<file path="config.mk">
export PLATFORM = sky130hd
export DESIGN_NAME = excl_rule_monitor
export DESIGN_NICKNAME = d
export VERILOG_FILES = /design/src/rtl/excl_mon_pkg.sv /design/src/rtl/excl_dphase_track.sv /design/src/rtl/excl_addr_check.sv /design/src/rtl/excl_resp_check.sv /design/src/rtl/excl_err_log.sv /design/src/rtl/excl_rule_monitor.sv
export SDC_FILE = /design/constraint.sdc
export NUM_CORES = 1
export LEC_CHECK = 0
export BUFFER_PORTS_ARGS = -buffer_cell sky130_fd_sc_hd__buf_2
export CORE_MARGIN = 2
export CORE_UTILIZATION = 40
export CTS_CLUSTER_SIZE = 14
export DETAILED_ROUTE_END_ITERATION = 12
export PLACE_DENSITY_LB_ADDON = 0.05
export SLEW_MARGIN = 15
export SYNTH_ARGS = -nofsm -noshare
export SYNTH_HDL_FRONTEND = slang
export SYNTH_SLANG_ARGS = --single-unit
</file>
<file path="constraint.sdc">
create_clock -name clk -period 1.3 [get_ports clk]
set_clock_uncertainty 0.2 [all_clocks]
set_input_delay 0.195 -clock clk [delete_from_list [all_inputs] [get_ports clk]]
set_output_delay 0.195 -clock clk [all_outputs]
set_load 0.02 [all_outputs]
</file>
<file path="src/rtl/excl_mon_pkg.sv">
package excl_mon_pkg;

  typedef enum logic [1:0] {
    TR_IDLE   = 2'd0,
    TR_BUSY   = 2'd1,
    TR_NONSEQ = 2'd2,
    TR_SEQ    = 2'd3
  } trans_e;

  localparam int NUM_RULES = 8;

  // flag bit positions
  localparam int RL_EXOK_STALL = 0;
  localparam int RL_EXOK_PLAIN = 1;
  localparam int RL_EXOK_ERR   = 2;
  localparam int RL_BURST      = 3;
  localparam int RL_BEAT       = 4;
  localparam int RL_BUSY       = 5;
  localparam int RL_ALIGN      = 6;
  localparam int RL_OUTSTAND   = 7;

  localparam logic [2:0] BURST_LAST_LEGAL = 3'd1;

endpackage

</file>
<file path="src/rtl/excl_dphase_track.sv">
module excl_dphase_track
  import excl_mon_pkg::*;
#(
  parameter int MGR_W = 4
) (
  input  logic             clk,
  input  logic             rst_n,
  input  logic [1:0]       bus_trans,
  input  logic             bus_excl,
  input  logic [MGR_W-1:0] bus_mgr,
  input  logic             bus_ready,
  output logic             dph_vld,
  output logic             dph_excl,
  output logic [MGR_W-1:0] dph_mgr
);

  logic             vld_q, vld_d;
  logic             excl_q, excl_d;
  logic [MGR_W-1:0] mgr_q, mgr_d;
  logic             active;

  assign active = (bus_trans == TR_NONSEQ) || (bus_trans == TR_SEQ);

  always_comb begin
    vld_d  = vld_q;
    excl_d = excl_q;
    mgr_d  = mgr_q;
    if (bus_ready) begin
      vld_d  = active;
      excl_d = active & bus_excl;
      mgr_d  = bus_mgr;
    end
  end

  always_ff @(posedge clk or negedge rst_n) begin
    if (!rst_n) begin
      vld_q  <= 1'b0;
      excl_q <= 1'b0;
      mgr_q  <= '0;
    end else begin
      vld_q  <= vld_d;
      excl_q <= excl_d;
      mgr_q  <= mgr_d;
    end
  end

  assign dph_vld  = vld_q;
  assign dph_excl = excl_q;
  assign dph_mgr  = mgr_q;

endmodule

</file>
<file path="src/rtl/excl_addr_check.sv">
module excl_addr_check
  import excl_mon_pkg::*;
#(
  parameter int ADDR_W = 32,
  parameter int MGR_W  = 4
) (
  input  logic [1:0]           bus_trans,
  input  logic [2:0]           bus_burst,
  input  logic [2:0]           bus_size,
  input  logic [ADDR_W-1:0]    bus_addr,
  input  logic                 bus_excl,
  input  logic [MGR_W-1:0]     bus_mgr,
  input  logic                 bus_ready,
  input  logic                 dph_vld,
  input  logic                 dph_excl,
  input  logic [MGR_W-1:0]     dph_mgr,
  output logic [NUM_RULES-1:0] hits
);

  // largest size code is 7, so at most 7 low address bits matter
  localparam int ALIGN_BITS = (ADDR_W < 7) ? ADDR_W : 7;

  logic accept_excl;
  logic active;
  logic misaligned;

  assign active      = (bus_trans == TR_NONSEQ) || (bus_trans == TR_SEQ);
  assign accept_excl = bus_ready & bus_excl;

  always_comb begin
    misaligned = 1'b0;
    for (int i = 0; i < ALIGN_BITS; i++) begin
      if (i < int'(bus_size)) misaligned = misaligned | bus_addr[i];
    end
  end

  always_comb begin
    hits                = '0;
    hits[RL_BURST]      = accept_excl & active & (bus_burst > BURST_LAST_LEGAL);
    hits[RL_BEAT]       = accept_excl & (bus_trans == TR_SEQ);
    hits[RL_BUSY]       = accept_excl & (bus_trans == TR_BUSY);
    hits[RL_ALIGN]      = accept_excl & active & misaligned;
    hits[RL_OUTSTAND]   = accept_excl & active & dph_vld & dph_excl &
                          (dph_mgr == bus_mgr);
  end

endmodule

</file>
<file path="src/rtl/excl_resp_check.sv">
module excl_resp_check
  import excl_mon_pkg::*;
(
  input  logic                 bus_ready,
  input  logic                 bus_resp,
  input  logic                 bus_exok,
  input  logic                 dph_vld,
  input  logic                 dph_excl,
  output logic [NUM_RULES-1:0] hits
);

  always_comb begin
    hits                = '0;
    hits[RL_EXOK_STALL] = bus_exok & ~bus_ready;
    hits[RL_EXOK_PLAIN] = bus_exok & bus_ready & ~(dph_vld & dph_excl);
    hits[RL_EXOK_ERR]   = bus_exok & bus_resp;
  end

endmodule

</file>
<file path="src/rtl/excl_err_log.sv">
module excl_err_log
  import excl_mon_pkg::*;
(
  input  logic                 clk,
  input  logic                 rst_n,
  input  logic [NUM_RULES-1:0] hits,
  output logic [NUM_RULES-1:0] flags,
  output logic                 pulse
);

  logic [NUM_RULES-1:0] flags_q, flags_d;
  logic                 pulse_q, pulse_d;

  always_comb begin
    flags_d = flags_q | hits;
    pulse_d = |hits;
  end

  always_ff @(posedge clk or negedge rst_n) begin
    if (!rst_n) begin
      flags_q <= '0;
      pulse_q <= 1'b0;
    end else begin
      flags_q <= flags_d;
      pulse_q <= pulse_d;
    end
  end

  assign flags = flags_q;
  assign pulse = pulse_q;

endmodule

</file>
<file path="src/rtl/excl_rule_monitor.sv">
module excl_rule_monitor
  import excl_mon_pkg::*;
#(
  parameter int ADDR_W = 32,
  parameter int MGR_W  = 4
) (
  input  logic                 clk,
  input  logic                 rst_n,
  input  logic [1:0]           bus_trans,
  input  logic [2:0]           bus_burst,
  input  logic [2:0]           bus_size,
  input  logic [ADDR_W-1:0]    bus_addr,
  input  logic                 bus_excl,
  input  logic [MGR_W-1:0]     bus_mgr,
  input  logic                 bus_ready,
  input  logic                 bus_resp,
  input  logic                 bus_exok,
  output logic [NUM_RULES-1:0] err_flags,
  output logic                 err_pulse
);

  logic                 rst_meta_n, rst_core_n;
  logic                 dph_vld, dph_excl;
  logic [MGR_W-1:0]     dph_mgr;
  logic [NUM_RULES-1:0] addr_hits, resp_hits, all_hits;

  // asynchronous assertion, synchronous release
  always_ff @(posedge clk or negedge rst_n) begin
    if (!rst_n) begin
      rst_meta_n <= 1'b0;
      rst_core_n <= 1'b0;
    end else begin
      rst_meta_n <= 1'b1;
      rst_core_n <= rst_meta_n;
    end
  end

  excl_dphase_track #(.MGR_W(MGR_W)) u_track (
    .clk       (clk),
    .rst_n     (rst_core_n),
    .bus_trans (bus_trans),
    .bus_excl  (bus_excl),
    .bus_mgr   (bus_mgr),
    .bus_ready (bus_ready),
    .dph_vld   (dph_vld),
    .dph_excl  (dph_excl),
    .dph_mgr   (dph_mgr)
  );

  excl_addr_check #(.ADDR_W(ADDR_W), .MGR_W(MGR_W)) u_addr (
    .bus_trans (bus_trans),
    .bus_burst (bus_burst),
    .bus_size  (bus_size),
    .bus_addr  (bus_addr),
    .bus_excl  (bus_excl),
    .bus_mgr   (bus_mgr),
    .bus_ready (bus_ready),
    .dph_vld   (dph_vld),
    .dph_excl  (dph_excl),
    .dph_mgr   (dph_mgr),
    .hits      (addr_hits)
  );

  excl_resp_check u_resp (
    .bus_ready (bus_ready),
    .bus_resp  (bus_resp),
    .bus_exok  (bus_exok),
    .dph_vld   (dph_vld),
    .dph_excl  (dph_excl),
    .hits      (resp_hits)
  );

  assign all_hits = addr_hits | resp_hits;

  excl_err_log u_log (
    .clk   (clk),
    .rst_n (rst_core_n),
    .hits  (all_hits),
    .flags (err_flags),
    .pulse (err_pulse)
  );

endmodule

</file>
Word-level counts from Yosys, hierarchy flattened
Index checks and enable logic that the tools add are counted.
{ "totals": {"ff_bits": 17, "input_bits": 50, "out_inout_bits": 9, "word_cells": 53} }
{ "op_classes": {"n_lt_le_gt_ge": 8, "n_eq_ne": 4, "mux": 7, "bitwise": 25, "n_reduce_logical": 2} }
{ "op_table": {"columns": ["operator", "n"], "rows": [
  ["$and A1 B1 Y1", 15],
  ["$lt A3 B3 Y1 const A", 3],
  ["$or A8 B3 Y8", 1],
  ["$or A8 B8 Y8", 1],
  ["$reduce_or A8 Y1", 1],
  ["$mux W1", 7],
  ["$lt A1 B3 Y1 const A", 2],
  ["$lt A2 B3 Y1 const A", 2],
  ["$or A1 B1 Y1", 6],
  ["$eq A2 B2 Y1 const B", 2],
  ["$eq A4 B4 Y1", 1],
  ["$gt A3 B1 Y1 const B", 1],
  ["$eq A2 B1 Y1 const B", 1],
  ["$not A1 Y1", 2],
  ["$logic_or A1 B1 Y1", 1]
]} }

Longest topological paths before layout
Gate-level depths: netlist of the first run.
{ "logic_depth": {"word_depth": 17, "depth_mapped": 4, "mapped_depth_nobuf": 4} }

Cells and area by module
From an unflattened synthesis of the first run, not the netlist that was laid out.
{ "hier_totals": {"hier_cells": 82, "hier_area_um2": 882.1} }
{ "by_module_without_submodules": {"columns": ["module", "instances", "cells_per_inst", "area_each_um2", "seq_area_each_um2"], "rows": [
  ["excl_err_log", 1, 20, 291.5, 225.2],
  ["excl_dphase_track", 1, 15, 250.2, 150.1],
  ["excl_addr_check", 1, 26, 171.4, 0.0],
  ["excl_rule_monitor", 1, 11, 103.8, 50.0],
  ["excl_resp_check", 1, 10, 65.1, 0.0]
]} }

Least setup slack after synthesis of the first run
No wires, ideal clock.
{ "synth_path": {"kind": "flip-flop to flip-flop", "startpoint": "register u_track.excl_q, in the netlist u_track.dph_excl", "endpoint": "register u_log.pulse_q, in the netlist u_log.pulse", "setup_time_ns": 0.131, "arrival_time_ns": 0.909, "required_ns": 0.969, "slack_ns": 0.060, "stages_incl_launch_ff": 5, "n_path_buf": 0, "period_less_slack_ns": 1.240, "cell_sequence": "dfrtp_1 > nand2_1 > or3_1 > a32oi_1 > nand3_1"} }
{ "synth_between": {"elab_chain_cells": 5, "word_cells_on_any_way": 7, "classes_between": "bitwise (6); reduce/logical (1)"} }
{ "synth_rtl": {"columns": ["element", "line", "text"], "rows": [
  ["start: declaration", "excl_dphase_track.sv:18", "logic excl_q, excl_d;"],
  ["start signal: assignment", "excl_dphase_track.sv:42", "excl_q <= excl_d;"],
  ["$and A1 B1 Y1", "excl_resp_check.sv:15", "hits[RL_EXOK_PLAIN] = bus_exok & bus_ready & ~(dph_vld & dph_excl);"],
  ["$not A1 Y1", "excl_resp_check.sv:15", null],
  ["$and A1 B1 Y1", "excl_resp_check.sv:15", null],
  ["$or A8 B3 Y8 *", "excl_rule_monitor.sv:73", "assign all_hits = addr_hits | resp_hits;"],
  ["$reduce_or A8 Y1 *", "excl_err_log.sv:16", "pulse_d = |hits;"],
  ["net u_log.pulse_d", "excl_err_log.sv:12", "logic pulse_q, pulse_d;"],
  ["end signal: assignment", "excl_err_log.sv:25", "pulse_q <= pulse_d;"],
  ["end: declaration", "excl_err_log.sv:12", null]
]} }
Mark *: on every way through the listed nets, which the timed path passes. The rest lies on a longest branch.
A chain may end at the register's enable or synchronous reset.

Worst setup path in the final report of the first run
Same ends and word-level chain as after synthesis.

==> results of run 1 <==
metal layers:
layer / vias up / global-route usage (%)
met5: - / 0
met4: 0 / 10.3
met3: 4 / 2.35
met2: 20 / 30.3
met1: 301 / 21.7
li1: 327 / -
worst max path at each step:
stage                        from           to  slack (ns)  cells past startpoint
6_report         u_track.dph_excl  u_log.pulse       -0.06                      4
4_1_cts          u_track.dph_excl  u_log.pulse       -0.04                      4
2_1_floorplan    u_track.dph_excl  u_log.pulse        0.06                      4
3_5_place_dp   u_track.dph_mgr[0]  u_log.pulse       -0.02                      4
3_3_place_gp   u_track.dph_mgr[0]  u_log.pulse       -0.02                      4
5_1_grt          u_track.dph_excl  u_log.pulse       -0.13                      4
state kept, by name, indices dropped and copies added, names as in the netlist:
name              flops
rst_meta_n            1
u_track.dph_mgr       4
u_log.flags           8
u_log.pulse           1
u_track.dph_excl      1
u_track.dph_vld       1
rst_core_n            1
cell families (layout without fill, tap and decap cells):
| kind of cell | after synthesis | after routing | share of synthesized area [%] |
|---|---|---|---|
| AOI/OAI and AO/OA | 17 | 17 | 17.4 |
| xor gates and xnor gates | 4 | 4 | 4.86 |
| buffers and inverters | 5 | 62 | 3.12 |
| DFF | 17 | 17 | 59.0 |
| muxes | 5 | 5 | 7.81 |
| other | 1 | 1 | 0.520 |
| and+or+nand+nor | 10 | 10 | 7.29 |
final cells by class:
class	count	area share, %
inverters	4	1.32
repair buffers	54	31.0
multi-input cells	37	25.3
flip-flops and latches	17	37.4
clock buffers	4	2.31
well taps	25	2.75
per-stage QoR:
| stage | instance area, µm² | util (%) | instances | worst slack (ns) | TNS [ns] |
|---|---|---|---|---|---|
| 2_1_floorplan | 721 | - | 59 | 0.0600 | 0 |
| 3_3_place_gp | 980 | 57.4 | 125 | -0.0223 | -0.0351 |
| 3_5_place_dp | 980 | 57.4 | 125 | -0.0203 | -0.0339 |
| 4_1_cts | 1120 | 65.8 | 141 | -0.0435 | -0.0761 |
| 5_1_grt | 1140 | 66.7 | 141 | -0.131 | -0.208 |
| 6_report | 1140 | 66.7 | 141 | -0.0627 | -0.0911 |
cells in the final DEF, fill, tap and decap left out:
master,netlist,final
a41o_1,1,1
or3_4,0,1
dlygate4sd3_1,0,11
xnor2_1,1,1
o21ai_0,4,4
a41o_2,1,1
a32oi_2,0,1
nor2_1,2,2
mux2_2,5,5
inv_1,4,4
nand2_2,0,1
buf_4,1,11
nand3_1,2,2
conb_1,1,1
dfrtp_1,17,17
nand2b_1,2,2
a21o_1,2,2
clkbuf_4,0,3
buf_2,0,32
o21bai_1,3,3
xor2_1,3,3
clkbuf_1,0,1
a211oi_1,2,2
nor4_1,1,1
a22oi_1,1,1
a31o_2,1,1
nand4_1,1,1
o22ai_1,1,1
power by group:
part / leakage, µW / internal [µW] / switching (µW) / total [µW]
clock network: 0.0000150 / 119 / 154 / 273
registers: 0.000181 / 559 / 17.0 / 576
logic: 0.000325 / 117 / 86.7 / 203
timing repair:
| item | CTS | global route |
|---|---|---|
| hold endpoints to repair | 27 | 0 |
| setup buffers | 1 | 0 |
| gates resized for setup | 0 | 3 |
| endpoints found under the setup margin | 2 | 3 |
| hold buffers | 11 | 0 |
| pin swaps | 3 | 1 |
worst max-delay path, cell delays in order (launching register included):
cell and delay, ns:
dfrtp_1 0.40, nand2_2 0.07, or3_4 0.33, a32oi_2 0.16, nand3_1 0.09
==> metrics.md, run 1 <==
| Metric | Value |
|---|---|
| Vias/cell | 4.62 |
| Endpoint class of the critical path | flop |
| Area growth from synthesis to layout | 58.0% |
| Sequential Area | 425 µm² |
| Failing checks | setup timing |
| CTS tree | built |
| Clock buffer depth | 2 |
| Number of global-route vias before repair | 657 |
| Layout fillers | 157 |
| Top FF cell, synth | dfrtp_1 |
| Pre-Repair DR Iteration Count | 3 |
| WP data arrival | 1.33 ns |
| Yosys warns | 0 |
| List of most frequent post-synthesis cells | dfrtp_1 (17), mux2_2 (5), inv_1 (4), o21ai_0 (4) |
| Port Buffers | 32 |
| Power consumption | 1050 µW |
| Crit Reg-Reg Endpoint | u_log.pulse |
| Nets@finish | 167 |
| Clock net sink count | 17 |
| Row Count | 15 |
| Final setup fails | 2 |
| M1 WL | 702 µm |
| DR top layer | met4 |
| Synthesized area | 721 µm² |
| MaxCap Viol Count | 0 |
| Seq/Total Area, Yosys | 59.0% |
| Worst setup SP type | flop |
| N_diodes | 0 |
| Share of cells above drive strength 1 | 48.3% |
| Syn nets | 109 |
| Area of the multi-input gates | 288 µm² |
| Final hold vios | 0 |
| Largest net degree at the start of global routing | 11 |
| Drt drc | 0 |
| Number of synthesized register bits | 17 |
| Hold path cells | 2 |
| Top-area cell type share of the netlist area | 59.0% |
| Die Y-Extent | 46.4 µm |
| Fin crit share | 105% |
| Clock latency on the worst-skew pair | 0.29 ns |
| Status | finished with violations |
| RSZ-0062 raised after global routing | yes |
| Core ar. | 0.00171 mm² |
| Via count | 652 |
| CTS HTree Levels | 1 |
| Cell Pwr Density | 924 mW/mm² |
| Most common cell in the netlist | dfrtp_1 |
| Post-synth top area cell | dfrtp_1 |
| Final HPWL DP | 1200 µm |
| Worst Hold End | u_log.flags[4] |
| Hold wc startpoint | bus_trans[0] |
| Grt total ovfl | 0 |
| R2R setup slack | -0.06 ns |
| Worst-path fanout max | 2 |
| GRT Overall Usage | 17.9% |
| Setup CP Type | flop to flop |
| Die area | 0.00216 mm² |
| TritonCTS buffer count | 3 |
| Asr flop ratio synth | 100% |
| Final wirelength | 1590 µm |
| Initial antenna violation count | 0 |
| Leak Pwr | 0.000522 µW |
| First-pass GRT wire length | 2680 µm |
| Maximum vdd drop | 0.706 mV |
| DRT iter0 DRCs | 5 |
| Post-Syn Area per Cell | 12.2 µm² |
| Final setup margin | -0.0627 ns |
| Period minus WS final | 1.36 ns |
| Clk root buf | clkbuf_4 |
| I/O pins | 59 |
| Die W | 46.4 µm |
| Post-Syn Instances | 59 |
| Worst Reg-to-Reg Cells | 4 |
| Crit path required time | 1.27 ns |
| Largest cells by area after synthesis | dfrtp_1 (59%), mux2_2 (7.8%), xor2_1 (3.6%) |
| Min Hold Slack | 0.0125 ns |
| Post-synth EDFFs | 0 |
| Reg clk slew, reported paths | 0.09 ns |
| DR WL met3 | 82 µm |
| ANT nets after route | 0 |
| Met2 WL | 771 µm |
| Reg-to-Reg Start | u_track.dph_excl |
| Achievable frequency | 0.734 GHz |
| Netlist cell types | 24 |
| Slew Limit Fails | 0 |
| RePlAce Congestion | 0.708 |
| Hold Path Class | input port to flop |
| Initial core utilization | 42.2% |
| Routed length per instance | 11.2 µm |
Note: power is estimated with default switching activity, not from simulation.
==> inputs of run 2 (changes only) <==
--- a/config.mk
+++ b/config.mk
@@ -5,11 +5,13 @@
 export SDC_FILE = /design/constraint.sdc
 export NUM_CORES = 1
 export LEC_CHECK = 0
+export ABC_AREA = 1
 export BUFFER_PORTS_ARGS = -buffer_cell sky130_fd_sc_hd__buf_2
 export CORE_MARGIN = 2
-export CORE_UTILIZATION = 40
+export CORE_UTILIZATION = 43
 export CTS_CLUSTER_SIZE = 14
 export DETAILED_ROUTE_END_ITERATION = 12
+export MAX_ROUTING_LAYER = met4
 export PLACE_DENSITY_LB_ADDON = 0.05
 export SLEW_MARGIN = 15
 export SYNTH_ARGS = -nofsm -noshare
==> run 2 against run 1 <==
Against the previous run:
- the flow now finishes without violations
- combinational power about the same
- critical path depth down 3
- sequential power fell by 1%
- critical endpoint is now err_flags[3]
==> metrics.md, run 2 <==
| Metric | Value |
|---|---|
| Initial core utilization | 44.3% |
| Share of cells above drive strength 1 | 31.0% |
| WP data arrival | 0.85 ns |
| Nets@finish | 209 |
| Achievable frequency | 0.806 GHz |
| Period minus WS final | 1.24 ns |
| Number of synthesized register bits | 17 |
| Core ar. | 0.00190 mm² |
| Initial antenna violation count | 0 |
| Row Count | 16 |
| Commonest non-fill, non-tap cell in the layout | nand2_1 |
| Internal power | 773 µW |
| N_diodes | 0 |
| Setup CP Type | flop to output pin |
| Comb power frac | 19.2% |
| Finished Cell Area | 0.00119 mm² |
| MaxCap Viol Count | 0 |
| Top FF cell, synth | dfrtp_1 |
| Endpoint class of the critical path | output pin |
| Largest cells by area after synthesis | dfrtp_1 (50%), nand2_1 (18%), inv_1 (9.3%) |
| Post-synth top area cell | dfrtp_1 |
| Die area | 0.00233 mm² |
| Slew Limit Fails | 0 |
| Pre-Repair DR Iteration Count | 4 |
| Reg clk slew, reported paths | 0.09 ns |
| CP max stage cell | dfrtp_1 |
| Switching Fraction | 26.6% |
| Drt drc | 0 |
| List of most frequent post-synthesis cells | nand2_1 (40), inv_1 (21), dfrtp_1 (17) |
| Status | finished clean |
| Post-synth EDFFs | 0 |
| Top-area cell type share of the netlist area | 50.4% |
| Grt total ovfl | 0 |
| Final hold vios | 0 |
| Synthesized area | 843 µm² |
| ANT nets after route | 0 |
| Maximum vdd drop | 0.632 mV |
| Area growth from synthesis to layout | 40.9% |
| DRT iter0 DRCs | 10 |
| Clock share of power | 26.6% |
| Post-Syn Instances | 109 |
| Worst-path fanout max | 2 |
| Fin crit share | 95.4% |
| GRT Overall Usage | 16.0% |
| Bufs and invs on worst path | 1 |
| Power consumption | 1050 µW |
| Vias/cell | 4.13 |
| Syn nets | 159 |
| Clock latency on the worst-skew pair | 0.29 ns |
| Final HPWL DP | 1250 µm |
| Net Sw Power | 280 µW |
| Port Buffers | 32 |
| Final wirelength | 1630 µm |
| I/O pins | 59 |
| Worst path top cell family by delay | flip-flops |
| Routed length per instance | 8.79 µm |
| Layout fillers | 181 |
| Seq/Total Area, Yosys | 50.4% |
| CTS HTree Levels | 1 |
| Sum Neg Setup Slack | 0 ns |
| Crit-path cells | buf_2 |
| Post-CTS setup buffers | 0 |
| Crit path required time | 0.90 ns |
| Clock buffer depth | 2 |
| Most frequent cells in the layout | nand2_1 (40), buf_2 (32), inv_1 (20) |
| RSZ-0062 raised after global routing | no |
| Hold Path Class | input port to async pin |
| Netlist cell types | 19 |
| Via count | 764 |
| CTS tree | built |
| Worst setup SP type | flop |
| Clock net sink count | 17 |
| Leak Pwr | 0.000658 µW |
| TritonCTS buffer count | 3 |
| Area post-placement | 0.00105 mm² |
| Largest net degree at the start of global routing | 16 |
| Max reg flops | 8 |
| Reg power frac | 54.2% |
| Die W | 48.3 µm |
| Asr flop ratio synth | 100% |
| Post-Syn Area per Cell | 7.74 µm² |
| Final setup fails | 0 |
| Cell Pwr Density | 885 mW/mm² |
| RePlAce Congestion | 0.717 |
| Die Y-Extent | 48.3 µm |
| CP max stage delay | 0.40 ns |
| First-pass GRT wire length | 2520 µm |
| Yosys warns | 0 |
| Number of global-route vias before repair | 627 |
| Clk root buf | clkbuf_4 |
| Most common cell in the netlist | nand2_1 |
run 2: power groups by stage:
stage | clock network (µW) | logic, µW | registers (µW)
2_1_floorplan | 0 | 85.3 | 598
3_3_place_gp | 0 | 173 | 579
3_5_place_dp | 0 | 178 | 581
4_1_cts | 289 | 203 | 570
5_1_grt | 314 | 231 | 574
6_report | 280 | 202 | 570
run 2: timing repair:
action                                  in CTS  in global routing
resized for setup                            0                  2
endpoints found under the hold margin       26                  0
endpoints found under the setup margin       0                  2
hold buffers                                11                  0
run 2: per-layer routing:
layer / track usage [%] / up-vias / wire length, µm
met5: - / - / 0
met4: 4.86 / 0 / 20
met3: 3.33 / 4 / 84
met2: 24.5 / 23 / 739
met1: 21.4 / 322 / 783
li1: - / 415 / -
run 2: worst paths after layout:
| path | startpoint | to | slack, ns | cells past startpoint |
|---|---|---|---|---|
| max | u_log.flags[3] | err_flags[3] | 0.06 | 1 |
| min | rst_n | rst_core_n | 0.008 | 2 |
| max reg2reg | u_track.dph_mgr[3] | u_log.flags[7] | 0.08 | 5 |
| min reg2reg | rst_meta_n | rst_core_n | 0.16 | 0 |
| max in group asynchronous | rst_core_n | u_log.pulse | 0.20 | 2 |
| min in group clk | bus_exok | u_log.flags[1] | 0.03 | 3 |
run 2: layout make-up:
type,instances,area (µm²),area share [%]
Clock buffer,4,26.3,2.21
Inverter,22,87.6,7.37
Multi-Input combinational cell,69,323,27.2
Sequential cell,17,425,35.8
Timing Repair Buffer,46,293,24.6
Tap cell,27,33.8,2.84
run 2: cells by family (layout without fill, tap and decap cells):
family,Yosys count,in the layout,synth area share (%)
buffers and inverters,23,72,11.7
AND/OR/NAND/NOR,57,57,29.8
other,1,1,0.445
AO/OA/AOI/OAI,11,11,7.57
flip-flops,17,17,50.4
run 2: through the flow:
step | cells | utilization, % | hold slack [ns] | setup slack (ns)
2_1_floorplan | 109 | - | -0.301 | 0.132
4_1_cts | 185 | 62.3 | 0.00465 | 0.0579
5_1_grt | 185 | 62.5 | 0.000756 | 0.00831
6_report | 185 | 62.5 | 0.00835 | 0.0600
3_3_place_gp | 170 | 55.1 | -0.221 | 0.108
3_5_place_dp | 170 | 55.1 | -0.217 | 0.0934
